<file path="config.mk">
export PLATFORM = sky130hd
export DESIGN_NAME = tiw_ctrl
export DESIGN_NICKNAME = d
export VERILOG_FILES = /design/src/rtl/tiw_pkg.sv /design/src/rtl/tiw_mask_reg.sv /design/src/rtl/tiw_status.sv /design/src/rtl/tiw_wake.sv /design/src/rtl/tiw_ctrl.sv
export SDC_FILE = /design/constraint.sdc
export NUM_CORES = 1
export LEC_CHECK = 0
export ABC_AREA = 1
export BUFFER_PORTS_ARGS = -buffer_cell sky130_fd_sc_hd__buf_2
export CAP_MARGIN = 20
export CORE_UTILIZATION = 40
export DETAILED_ROUTE_END_ITERATION = 6
export MAX_ROUTING_LAYER = met4
export PLACE_DENSITY = 0.92
export SYNTH_ARGS = -nofsm -noshare
export SYNTH_HDL_FRONTEND = slang
export SYNTH_SLANG_ARGS = --single-unit
</file>
<file path="constraint.sdc">
create_clock -name clk -period 2 [get_ports clk]
set_input_delay 0.1 -clock clk [delete_from_list [all_inputs] [get_ports clk]]
set_output_delay 0.1 -clock clk [all_outputs]
set_load 0.05 [all_outputs]
</file>
<file path="src/rtl/tiw_pkg.sv">
`timescale 1ns/1ps
package tiw_pkg;
  localparam int EV_W      = 3;
  localparam int IDX_MATCH = 0;
  localparam int IDX_OVF   = 1;
  localparam int IDX_CAPT  = 2;
  typedef logic [EV_W-1:0] ev_vec_t;
endpackage

</file>
<file path="src/rtl/tiw_mask_reg.sv">
`timescale 1ns/1ps
module tiw_mask_reg #(
  parameter int ADDR_W = 8,
  parameter logic [ADDR_W-1:0] OFFSET = '0
) (
  input  logic                  clk,
  input  logic                  rst_n,
  input  logic                  wr,
  input  logic [ADDR_W-1:0]     addr,
  input  tiw_pkg::ev_vec_t      wbits,
  output tiw_pkg::ev_vec_t      mask
);
  logic hit;
  assign hit = wr && (addr == OFFSET);

  always_ff @(posedge clk or negedge rst_n) begin
    if (!rst_n) mask <= '0;
    else if (hit) mask <= wbits;
  end

  // a decoded write loads the low bits; anything else leaves the mask alone
  p_load_r2: assert property (@(posedge clk) disable iff (!rst_n)
    hit |=> (mask == $past(wbits)));
  p_hold_r2: assert property (@(posedge clk) disable iff (!rst_n)
    !hit |=> $stable(mask));
endmodule

</file>
<file path="src/rtl/tiw_status.sv">
`timescale 1ns/1ps
module tiw_status
  import tiw_pkg::*;
(
  input  logic    clk,
  input  logic    rst_n,
  input  ev_vec_t ev,
  input  ev_vec_t ien,
  input  logic    clr_req,
  input  ev_vec_t clr_bits,
  output ev_vec_t status,
  output logic    irq,
  output logic    capt_rearm
);
  ev_vec_t set_v, kill_v, status_n;

  assign set_v  = ev & ien;
  assign kill_v = clr_req ? clr_bits : '0;

  // an event on a bit beats a clear of the same bit
  always_comb begin
    for (int i = 0; i < EV_W; i++)
      status_n[i] = set_v[i] | (status[i] & ~kill_v[i]);
  end

  always_ff @(posedge clk or negedge rst_n) begin
    if (!rst_n) begin
      status     <= '0;
      irq        <= 1'b0;
      capt_rearm <= 1'b0;
    end else begin
      status     <= status_n;
      irq        <= |status_n;
      capt_rearm <= clr_req & clr_bits[IDX_CAPT];
    end
  end

  p_set_r3: assert property (@(posedge clk) disable iff (!rst_n)
    (|set_v) |=> ((status & $past(set_v)) == $past(set_v)));
  p_masked_r3: assert property (@(posedge clk) disable iff (!rst_n)
    (!clr_req && ((ev & ~ien) != '0)) |=> ((status & ~$past(ien)) == ($past(status) & ~$past(ien))));
  p_clear_r5: assert property (@(posedge clk) disable iff (!rst_n)
    (clr_req && ((set_v & clr_bits) == '0)) |=> ((status & $past(clr_bits)) == '0));
  p_race_r6: assert property (@(posedge clk) disable iff (!rst_n)
    (clr_req && ((set_v & clr_bits) != '0)) |=> ((status & $past(set_v & clr_bits)) != '0));
  p_rearm_r8: assert property (@(posedge clk) disable iff (!rst_n)
    (clr_req && clr_bits[IDX_CAPT]) |=> capt_rearm);
  p_rearm_one_r8: assert property (@(posedge clk) disable iff (!rst_n)
    capt_rearm |=> (!capt_rearm || $past(clr_req && clr_bits[IDX_CAPT])));
endmodule

</file>
<file path="src/rtl/tiw_wake.sv">
`timescale 1ns/1ps
module tiw_wake
  import tiw_pkg::*;
(
  input  logic    clk,
  input  logic    rst_n,
  input  ev_vec_t ev,
  input  ev_vec_t wen,
  output logic    wake
);
  always_ff @(posedge clk or negedge rst_n) begin
    if (!rst_n) wake <= 1'b0;
    else        wake <= |(ev & wen);
  end

  p_pulse_r7: assert property (@(posedge clk) disable iff (!rst_n)
    (|(ev & wen)) |=> wake);
  p_quiet_r7: assert property (@(posedge clk) disable iff (!rst_n)
    ((ev & wen) == '0) |=> !wake);
endmodule

</file>
<file path="src/rtl/tiw_ctrl.sv">
`timescale 1ns/1ps
module tiw_ctrl
  import tiw_pkg::*;
#(
  parameter int ADDR_W = 8,
  parameter int DATA_W = 32,
  parameter logic [ADDR_W-1:0] OFF_STAT = 'h18,
  parameter logic [ADDR_W-1:0] OFF_IEN  = 'h1C,
  parameter logic [ADDR_W-1:0] OFF_WEN  = 'h20
) (
  input  logic              clk,
  input  logic              rst_n,
  input  logic              ev_capture,
  input  logic              ev_overflow,
  input  logic              ev_match,
  input  logic              wr,
  input  logic              rd,
  input  logic [ADDR_W-1:0] addr,
  input  logic [DATA_W-1:0] wdata,
  output logic [DATA_W-1:0] rdata,
  output logic              rd_valid,
  output logic              irq,
  output logic              wake,
  output logic              capt_rearm
);
  localparam int PAD_W = DATA_W - EV_W;

  ev_vec_t ev, ien, wen, status, wbits;
  logic    clr_req;
  logic    unused_hi;

  assign ev[IDX_CAPT]  = ev_capture;
  assign ev[IDX_OVF]   = ev_overflow;
  assign ev[IDX_MATCH] = ev_match;
  assign wbits     = wdata[EV_W-1:0];
  assign unused_hi = ^wdata[DATA_W-1:EV_W];
  assign clr_req   = wr && (addr == OFF_STAT);

  tiw_mask_reg #(.ADDR_W(ADDR_W), .OFFSET(OFF_IEN)) u_ien (
    .clk(clk), .rst_n(rst_n), .wr(wr), .addr(addr), .wbits(wbits), .mask(ien));

  tiw_mask_reg #(.ADDR_W(ADDR_W), .OFFSET(OFF_WEN)) u_wen (
    .clk(clk), .rst_n(rst_n), .wr(wr), .addr(addr), .wbits(wbits), .mask(wen));

  tiw_status u_stat (
    .clk(clk), .rst_n(rst_n), .ev(ev), .ien(ien),
    .clr_req(clr_req), .clr_bits(wbits),
    .status(status), .irq(irq), .capt_rearm(capt_rearm));

  tiw_wake u_wake (
    .clk(clk), .rst_n(rst_n), .ev(ev), .wen(wen), .wake(wake));

  ev_vec_t rsel;
  always_comb begin
    rsel = '0;
    if (addr == OFF_STAT)     rsel = status;
    else if (addr == OFF_IEN) rsel = ien;
    else if (addr == OFF_WEN) rsel = wen;
  end

  always_ff @(posedge clk or negedge rst_n) begin
    if (!rst_n) begin
      rd_valid <= 1'b0;
      rdata    <= '0;
    end else begin
      rd_valid <= rd;
      rdata    <= rd ? {{PAD_W{1'b0}}, rsel} : '0;
    end
  end

  p_irq_level_r4: assert property (@(posedge clk) disable iff (!rst_n)
    irq == (|status));
  p_irq_rise_r4: assert property (@(posedge clk) disable iff (!rst_n)
    (|(ev & ien)) |=> irq);
  p_rdv_r9: assert property (@(posedge clk) disable iff (!rst_n)
    rd |=> rd_valid);
  p_rdpad_r2: assert property (@(posedge clk) disable iff (!rst_n)
    rd_valid |-> (rdata[DATA_W-1:EV_W] == '0));
endmodule

</file>
==> reports/qor.json, run 1 <==
{
  "outcome": {
    "run_status": "completed"
  },
  "global_route": {
    "number_of_global_route_vias_before_repair": 677,
    "antenna_violations_before_repair": 0,
    "grt.total_usage": 0.1419,
    "grt_first_pass_wirelength_um": 2670,
    "global_route.overflow_total": 0,
    "largest_net_degree_at_the_start_of_global_routing": 17
  },
  "layout": {
    "syn_to_final_growth_pct": 8.729,
    "total_inserted_antenna_cells": 0,
    "drive_gt1_frac": 0.2313,
    "postLayoutCoreUtil": 0.4700,
    "finalNetCount": 196
  },
  "cts": {
    "cts_resized": 0,
    "cts_tree": "built",
    "holdBufCountCts": 2,
    "cts_root_buf": "sky130_fd_sc_hd__clkbuf_4",
    "cts.reportedPaths.clkPinSlew_ps": 80,
    "cts.path.max_buffers": 2,
    "clock_latency_on_the_worst_skew_pair_ps": 280,
    "cts-buffers-inserted": 3,
    "post_cts_buffers": 0,
    "ctsHtreeMaxLevel": 1,
    "cts_num_sinks": 16
  },
  "logic_synthesis": {
    "mappedNetlistArea_um2": 974.7,
    "synth-compound-area-share": 0.05263,
    "postSynthAreaPerCell_um2": 8.191,
    "leading_area_contributor_after_synthesis": "sky130_fd_sc_hd__dfrtp_1",
    "synth_cell_type_count": 17,
    "synthesized_instance_count": 119,
    "synth.yosys.seq_area_share": 0.4108,
    "synthDominantCellAreaShare": 0.4108,
    "yosys-top-cells-area": "sky130_fd_sc_hd__dfrtp_1 (41%), sky130_fd_sc_hd__buf_4 (22%), sky130_fd_sc_hd__nand2_1 (8.9%)",
    "synthSimpleGateAreaFrac": 0.2439,
    "largest_family_of_logic_cells_by_synthesized_area": "buffers and inverters",
    "post_synth_mux_area_share": 0,
    "ys_warn_count": 0,
    "ys_seq_elements": 16,
    "post_synth_xor_area_fraction": 0,
    "synth-adder-area-share": 0
  },
  "hold_path": {
    "hold-path-endpoint": "u_stat.status[0]",
    "hold_path_startpoint": "ev_match",
    "min_delay_worst_type": "input port to flip-flop",
    "timing.hold.worst_path_depth": 3
  },
  "floorplanning": {
    "initial_utilization": 0.4323,
    "die_h_um": 51.37,
    "fp.dieW_um": 51.37,
    "floorplan.die_area_mm2": 0.002638,
    "fp.coreArea_mm2": 0.002255,
    "rows": 17,
    "ios": 83
  },
  "worst_setup_path": {
    "critPathArrivalTime_ps": 860,
    "critPathTopFamily": "flip-flops",
    "critical_path_class": "flip-flop to output port",
    "worst_r2r_path_depth": 4,
    "timing.critical_path.required_ps": 1900,
    "slowest_delay_ps": 330,
    "critical_path.reg2reg.endpoint": "u_stat.irq",
    "cp_slowest_cell": "sky130_fd_sc_hd__dfrtp_1",
    "worstPathCellList": "buf_2",
    "r2r_start": "u_ien.mask[1]",
    "critPathMaxFanout": 1,
    "worst_setup_path_start_kind": "flip-flop",
    "rrSetupSlack_ps": 1070,
    "worstPathBufferInverterCount": 1,
    "endpoint_class_of_the_critical_path": "output port"
  },
  "drt": {
    "num_vias": 723,
    "drt_iter0_drc": 15,
    "drtPass1Iterations": 4,
    "postRouteAntennaNets": 0,
    "drc_errors": 0,
    "post_drt_via_cell_ratio": 4.131,
    "drt_wl_total_um": 1572,
    "average_routed_wire_per_standard_cell_um": 8.983
  },
  "flow_run": {
    "cap_violations": 0
  },
  "power": {
    "power-per-cell-area_mw_per_mm2": 729.5,
    "irDropWorstVdd_mv": 0.3275,
    "leakage_nw": 0.6296
  },
  "sta": {
    "final_hold_viol_count": 0,
    "max_clock_freq_mhz": 1044,
    "finalSetupViolations": 0,
    "timing.clock.skew_ps": 2.209,
    "fin_crit_ps": 958.1,
    "rsz0062_at_grt": "no",
    "finalSetupTns_ps": 0,
    "final_min_period_over_clock_period": 0.4791,
    "final-max-slew-violation-count": 0
  },
  "place": {
    "placement.io_buffers": 24,
    "placed_wire_length_estimate_after_detailed_placement_um": 1289,
    "finalWeightedCongestion": 0.9215
  }
}
cell usage after synthesis:
cell	n
sky130_fd_sc_hd__o21a_1	3
sky130_fd_sc_hd__buf_4	29
sky130_fd_sc_hd__inv_2	1
sky130_fd_sc_hd__conb_1	1
sky130_fd_sc_hd__a21oi_2	1
sky130_fd_sc_hd__nand2_1	23
sky130_fd_sc_hd__nand4_1	3
sky130_fd_sc_hd__o21ai_1	3
sky130_fd_sc_hd__dfrtp_1	16
sky130_fd_sc_hd__nand3_1	13
sky130_fd_sc_hd__and2_1	1
sky130_fd_sc_hd__nor2_4	3
sky130_fd_sc_hd__nor3_2	1
sky130_fd_sc_hd__a21oi_1	1
sky130_fd_sc_hd__nand2_2	1
sky130_fd_sc_hd__nor2_1	3
sky130_fd_sc_hd__inv_1	16
logic make-up after synthesis:
kind of cell | Yosys count
AOI/OAI and AO/OA | 8
and+or+nand+nor | 48
DFF | 16
other | 1
buffers and inverters | 46
registers in the layout (all words and copies together), names as in the netlist:
register / cells
u_stat.capt_rearm: 1
rd_valid: 1
u_stat.status: 3
u_ien.mask: 3
u_wake.wake: 1
u_stat.irq: 1
u_wen.mask: 3
rdata: 3
worst max path at each step:
stage,slack (ps),depth (start not counted),to,startpoint
final,1040,1,wake,u_wake.wake
after global routing,990,1,irq,u_stat.irq
after global placement,830,7,u_stat.irq,addr[1]
after floorplan,1070,6,u_ien.mask[0],addr[7]
after detailed placement,810,7,u_stat.irq,addr[7]
after CTS,1020,1,wake,u_wake.wake
layout by cell type, fill, tap and decap left out:
| cell | instances |
|---|---|
| sky130_fd_sc_hd__nand3_1 | 13 |
| sky130_fd_sc_hd__nor2_1 | 3 |
| sky130_fd_sc_hd__dfrtp_1 | 16 |
| sky130_fd_sc_hd__o21a_1 | 3 |
| sky130_fd_sc_hd__a21oi_2 | 1 |
| sky130_fd_sc_hd__nor2_4 | 3 |
| sky130_fd_sc_hd__nor3_2 | 1 |
| sky130_fd_sc_hd__inv_1 | 16 |
| sky130_fd_sc_hd__conb_1 | 29 |
| sky130_fd_sc_hd__nand2_1 | 23 |
| sky130_fd_sc_hd__clkbuf_4 | 3 |
| sky130_fd_sc_hd__buf_2 | 24 |
| sky130_fd_sc_hd__inv_2 | 1 |
| sky130_fd_sc_hd__nand2_2 | 1 |
| sky130_fd_sc_hd__a21oi_1 | 1 |
| sky130_fd_sc_hd__o21ai_1 | 3 |
| sky130_fd_sc_hd__and2_1 | 1 |
| sky130_fd_sc_hd__dlygate4sd3_1 | 2 |
| sky130_fd_sc_hd__nand4_1 | 3 |
tightest hold or removal path: stages:
cell	delay, ps
sky130_fd_sc_hd__buf_2	90
sky130_fd_sc_hd__nand2_1	50
sky130_fd_sc_hd__nand2_1	70
cell type report:
type / count / area [um^2]
fillers: 241 / 1195
repair buffers: 26 / 140.1
well taps: 28 / 35.03
clock buffers: 3 / 22.52
flip-flops and latches: 16 / 400.4
multi-input cells: 85 / 397.9
inverters: 17 / 63.81
stage by stage:
stage | instances | setup WS [ps] | cell area [um^2] | hold slack [ps] | total power [W]
after detailed placement | 170 | 810.6 | 1017 | 33.22 | 0.0006181
after floorplan | 147 | 1069 | 1080 | -195.6 | 0.0006140
after global routing | 175 | 992.2 | 1060 | 83.97 | 0.0008188
after global placement | 170 | 827.2 | 1017 | 23.19 | 0.0006130
final | 175 | 1042 | 1060 | 61.70 | 0.0007731
after CTS | 175 | 1021 | 1060 | 58.99 | 0.0007800
metal layers:
metal / routed length [um] / vias to the layer above / global-route usage
met5: 0 / - / -
met4: 12 / 0 / 0.05405
met3: 118 / 2 / 0.03571
met2: 748 / 36 / 0.2403
met1: 693 / 318 / 0.1596
li1: - / 367 / -
where the power goes:
part	total, W	internal (W)	switching, W
registers	0.000380	0.000359	0.0000210
clock network	0.000158	0.0000698	0.0000886
logic	0.000235	0.0000432	0.000192
total	0.000773	0.000472	0.000301
Power figures use the tool's default switching activity.
==> inputs of run 2 (changes only) <==
Settings changed: CORE_UTILIZATION 40 to 38, PLACE_DENSITY 0.92 to 0.89.
Clock period 2 ns to 0.89 ns, I/O delays scaled along.
==> run 2 against run 1 <==
Compared with the run above: clock power rose to 2.9 times the previous value; worst setup slack got worse by 1000 ps; routed wire length up 9.2%; utilization rose by 3.4 points; clock-buffer cell count rose by 1; first-iteration DRC count decreased by 60%.
==> reports/qor.json, run 2 (same netlist as run 1, synthesis figures left out) <==
{
  "layout": {
    "fin_cells": 182,
    "drive_gt1_frac": 0.2662,
    "mostFrequentLayoutCells": "sky130_fd_sc_hd__conb_1 (29), sky130_fd_sc_hd__nand2_1 (23), sky130_fd_sc_hd__buf_2 (17)",
    "postLayoutCoreUtil": 0.5040,
    "syn_to_final_growth_pct": 19.90,
    "finalNetCount": 202,
    "total_inserted_antenna_cells": 0,
    "finalInstanceArea_mm2": 0.001169,
    "fillCellCount": 227,
    "final_common_cell": "sky130_fd_sc_hd__conb_1"
  },
  "worst_setup_path": {
    "critical_path.reg2reg.endpoint": "u_stat.irq",
    "worstPathCellList": "buf_6",
    "slowest_delay_ps": 390,
    "timing.critical_path.depth": 1,
    "critPathArrivalTime_ps": 820,
    "critical_path_class": "flip-flop to output port",
    "r2r_start": "u_ien.mask[2]",
    "endpoint_class_of_the_critical_path": "output port",
    "rrSetupSlack_ps": 30,
    "worst_setup_path_start_kind": "flip-flop",
    "timing.critical_path.required_ps": 850,
    "worstPathBufferInverterCount": 1,
    "cp_slowest_cell": "sky130_fd_sc_hd__dfrtp_1",
    "worst_r2r_path_depth": 4,
    "critPathTopFamily": "flip-flops",
    "critPathMaxFanout": 1
  },
  "sta": {
    "final-max-slew-violation-count": 0,
    "timing.final.ws_setup_ps": 26.08,
    "finalSetupViolations": 0,
    "fin_crit_ps": 863.9,
    "final_hold_viol_count": 0,
    "timing.clock.skew_ps": 4.716,
    "final_min_period_over_clock_period": 0.9707,
    "rsz0062_at_grt": "yes",
    "max_clock_freq_mhz": 1158
  },
  "cts": {
    "cts.reportedPaths.clkPinSlew_ps": 90,
    "cts_num_sinks": 16,
    "cts.path.max_buffers": 2,
    "cts_tree": "built",
    "clock_latency_on_the_worst_skew_pair_ps": 280,
    "post_cts_buffers": 0,
    "ctsHtreeMaxLevel": 1,
    "cts_root_buf": "sky130_fd_sc_hd__clkbuf_4",
    "cts-buffers-inserted": 3
  },
  "drt": {
    "drtPass1Iterations": 4,
    "drc_errors": 0,
    "drt_iter0_drc": 6,
    "drt_wl_total_um": 1717,
    "average_routed_wire_per_standard_cell_um": 9.434,
    "post_drt_via_cell_ratio": 4.198,
    "postRouteAntennaNets": 0,
    "num_vias": 764
  },
  "place": {
    "numPlacedInstances": 175,
    "dp_slack_ps": -231.0,
    "finalWeightedCongestion": 0.9139,
    "placement.io_buffers": 24,
    "dpl_cell_area_mm2": 0.001055,
    "placed_wire_length_estimate_after_detailed_placement_um": 1349
  },
  "hold_path": {
    "hold-path-endpoint": "u_wake.wake",
    "timing.hold.worst_path_depth": 3,
    "min_delay_worst_type": "input port to flip-flop",
    "hold_path_startpoint": "ev_match"
  },
  "global_route": {
    "grt.total_usage": 0.1375,
    "number_of_global_route_vias_before_repair": 681,
    "antenna_violations_before_repair": 0,
    "largest_net_degree_at_the_start_of_global_routing": 17,
    "global_route.overflow_total": 0,
    "grt_first_pass_wirelength_um": 2725
  },
  "outcome": {
    "run_status": "completed"
  },
  "floorplanning": {
    "floorplan.die_area_mm2": 0.002772,
    "fp.coreArea_mm2": 0.002318,
    "rows": 17,
    "initial_utilization": 0.4204,
    "ios": 83,
    "die_h_um": 52.65,
    "fp.dieW_um": 52.65
  },
  "flow_run": {
    "cap_violations": 0
  },
  "power": {
    "power-per-cell-area_mw_per_mm2": 1616,
    "leakage_nw": 0.6751,
    "irDropWorstVdd_mv": 0.8177
  }
}
-- run 2: routing by layer --
metal | wire [um] | vias up | share of wire | track usage
met4 | 0 | 0 | 0 | 0.03947
met5 | 0 | - | 0 | -
met2 | 870 | 34 | 0.51 | 0.2405
met3 | 125 | 0 | 0.073 | 0.02899
met1 | 721 | 348 | 0.42 | 0.1571
li1 | - | 382 | - | -
-- run 2: final cells by class --
| class | instances | area (um^2) | area share |
|---|---|---|---|
| clock buffers | 4 | 36.28 | 0.03105 |
| inverters | 17 | 63.81 | 0.05460 |
| multi-input cells | 85 | 401.6 | 0.3437 |
| flip-flops and latches | 16 | 400.4 | 0.3426 |
| well taps | 28 | 35.03 | 0.02998 |
| repair buffers | 32 | 231.5 | 0.1981 |
-- run 2: stage by stage --
step,total power [W],setup TNS (ps),hold slack [ps]
final,0.001888,0,16.44
after global routing,0.001984,-37.60,27.01
after CTS,0.001902,0,3.715
after detailed placement,0.001400,-1381,-22.60
after global placement,0.001392,-1031,-30.87
after floorplan,0.001380,0,-251.1
-- run 2: power by group --
part           internal, W  switching [W]  leakage, nW
combinational     0.000128       0.000433        0.450
clock             0.000249       0.000216       0.0210
sequential        0.000807      0.0000554        0.204
-- run 2: how the worst max path moves through the flow --
stage / startpoint / to / slack, ps
global placement: addr[7] / u_stat.irq / -140
finish: rdata[2] / rdata[2] / 30
floorplan: addr[7] / u_ien.mask[0] / 10
CTS: rdata[2] / rdata[2] / 2
global route: u_ien.mask[2] / u_stat.irq / -40
detailed placement: addr[7] / u_stat.irq / -230
-- run 2: timing repair --
item,CTS,global route
endpoints found under the setup margin,8,6
resized for setup,10,5
hold endpoints to repair,19,0
cloned,0,0
pin swaps,0,1
hold buffers,3,0
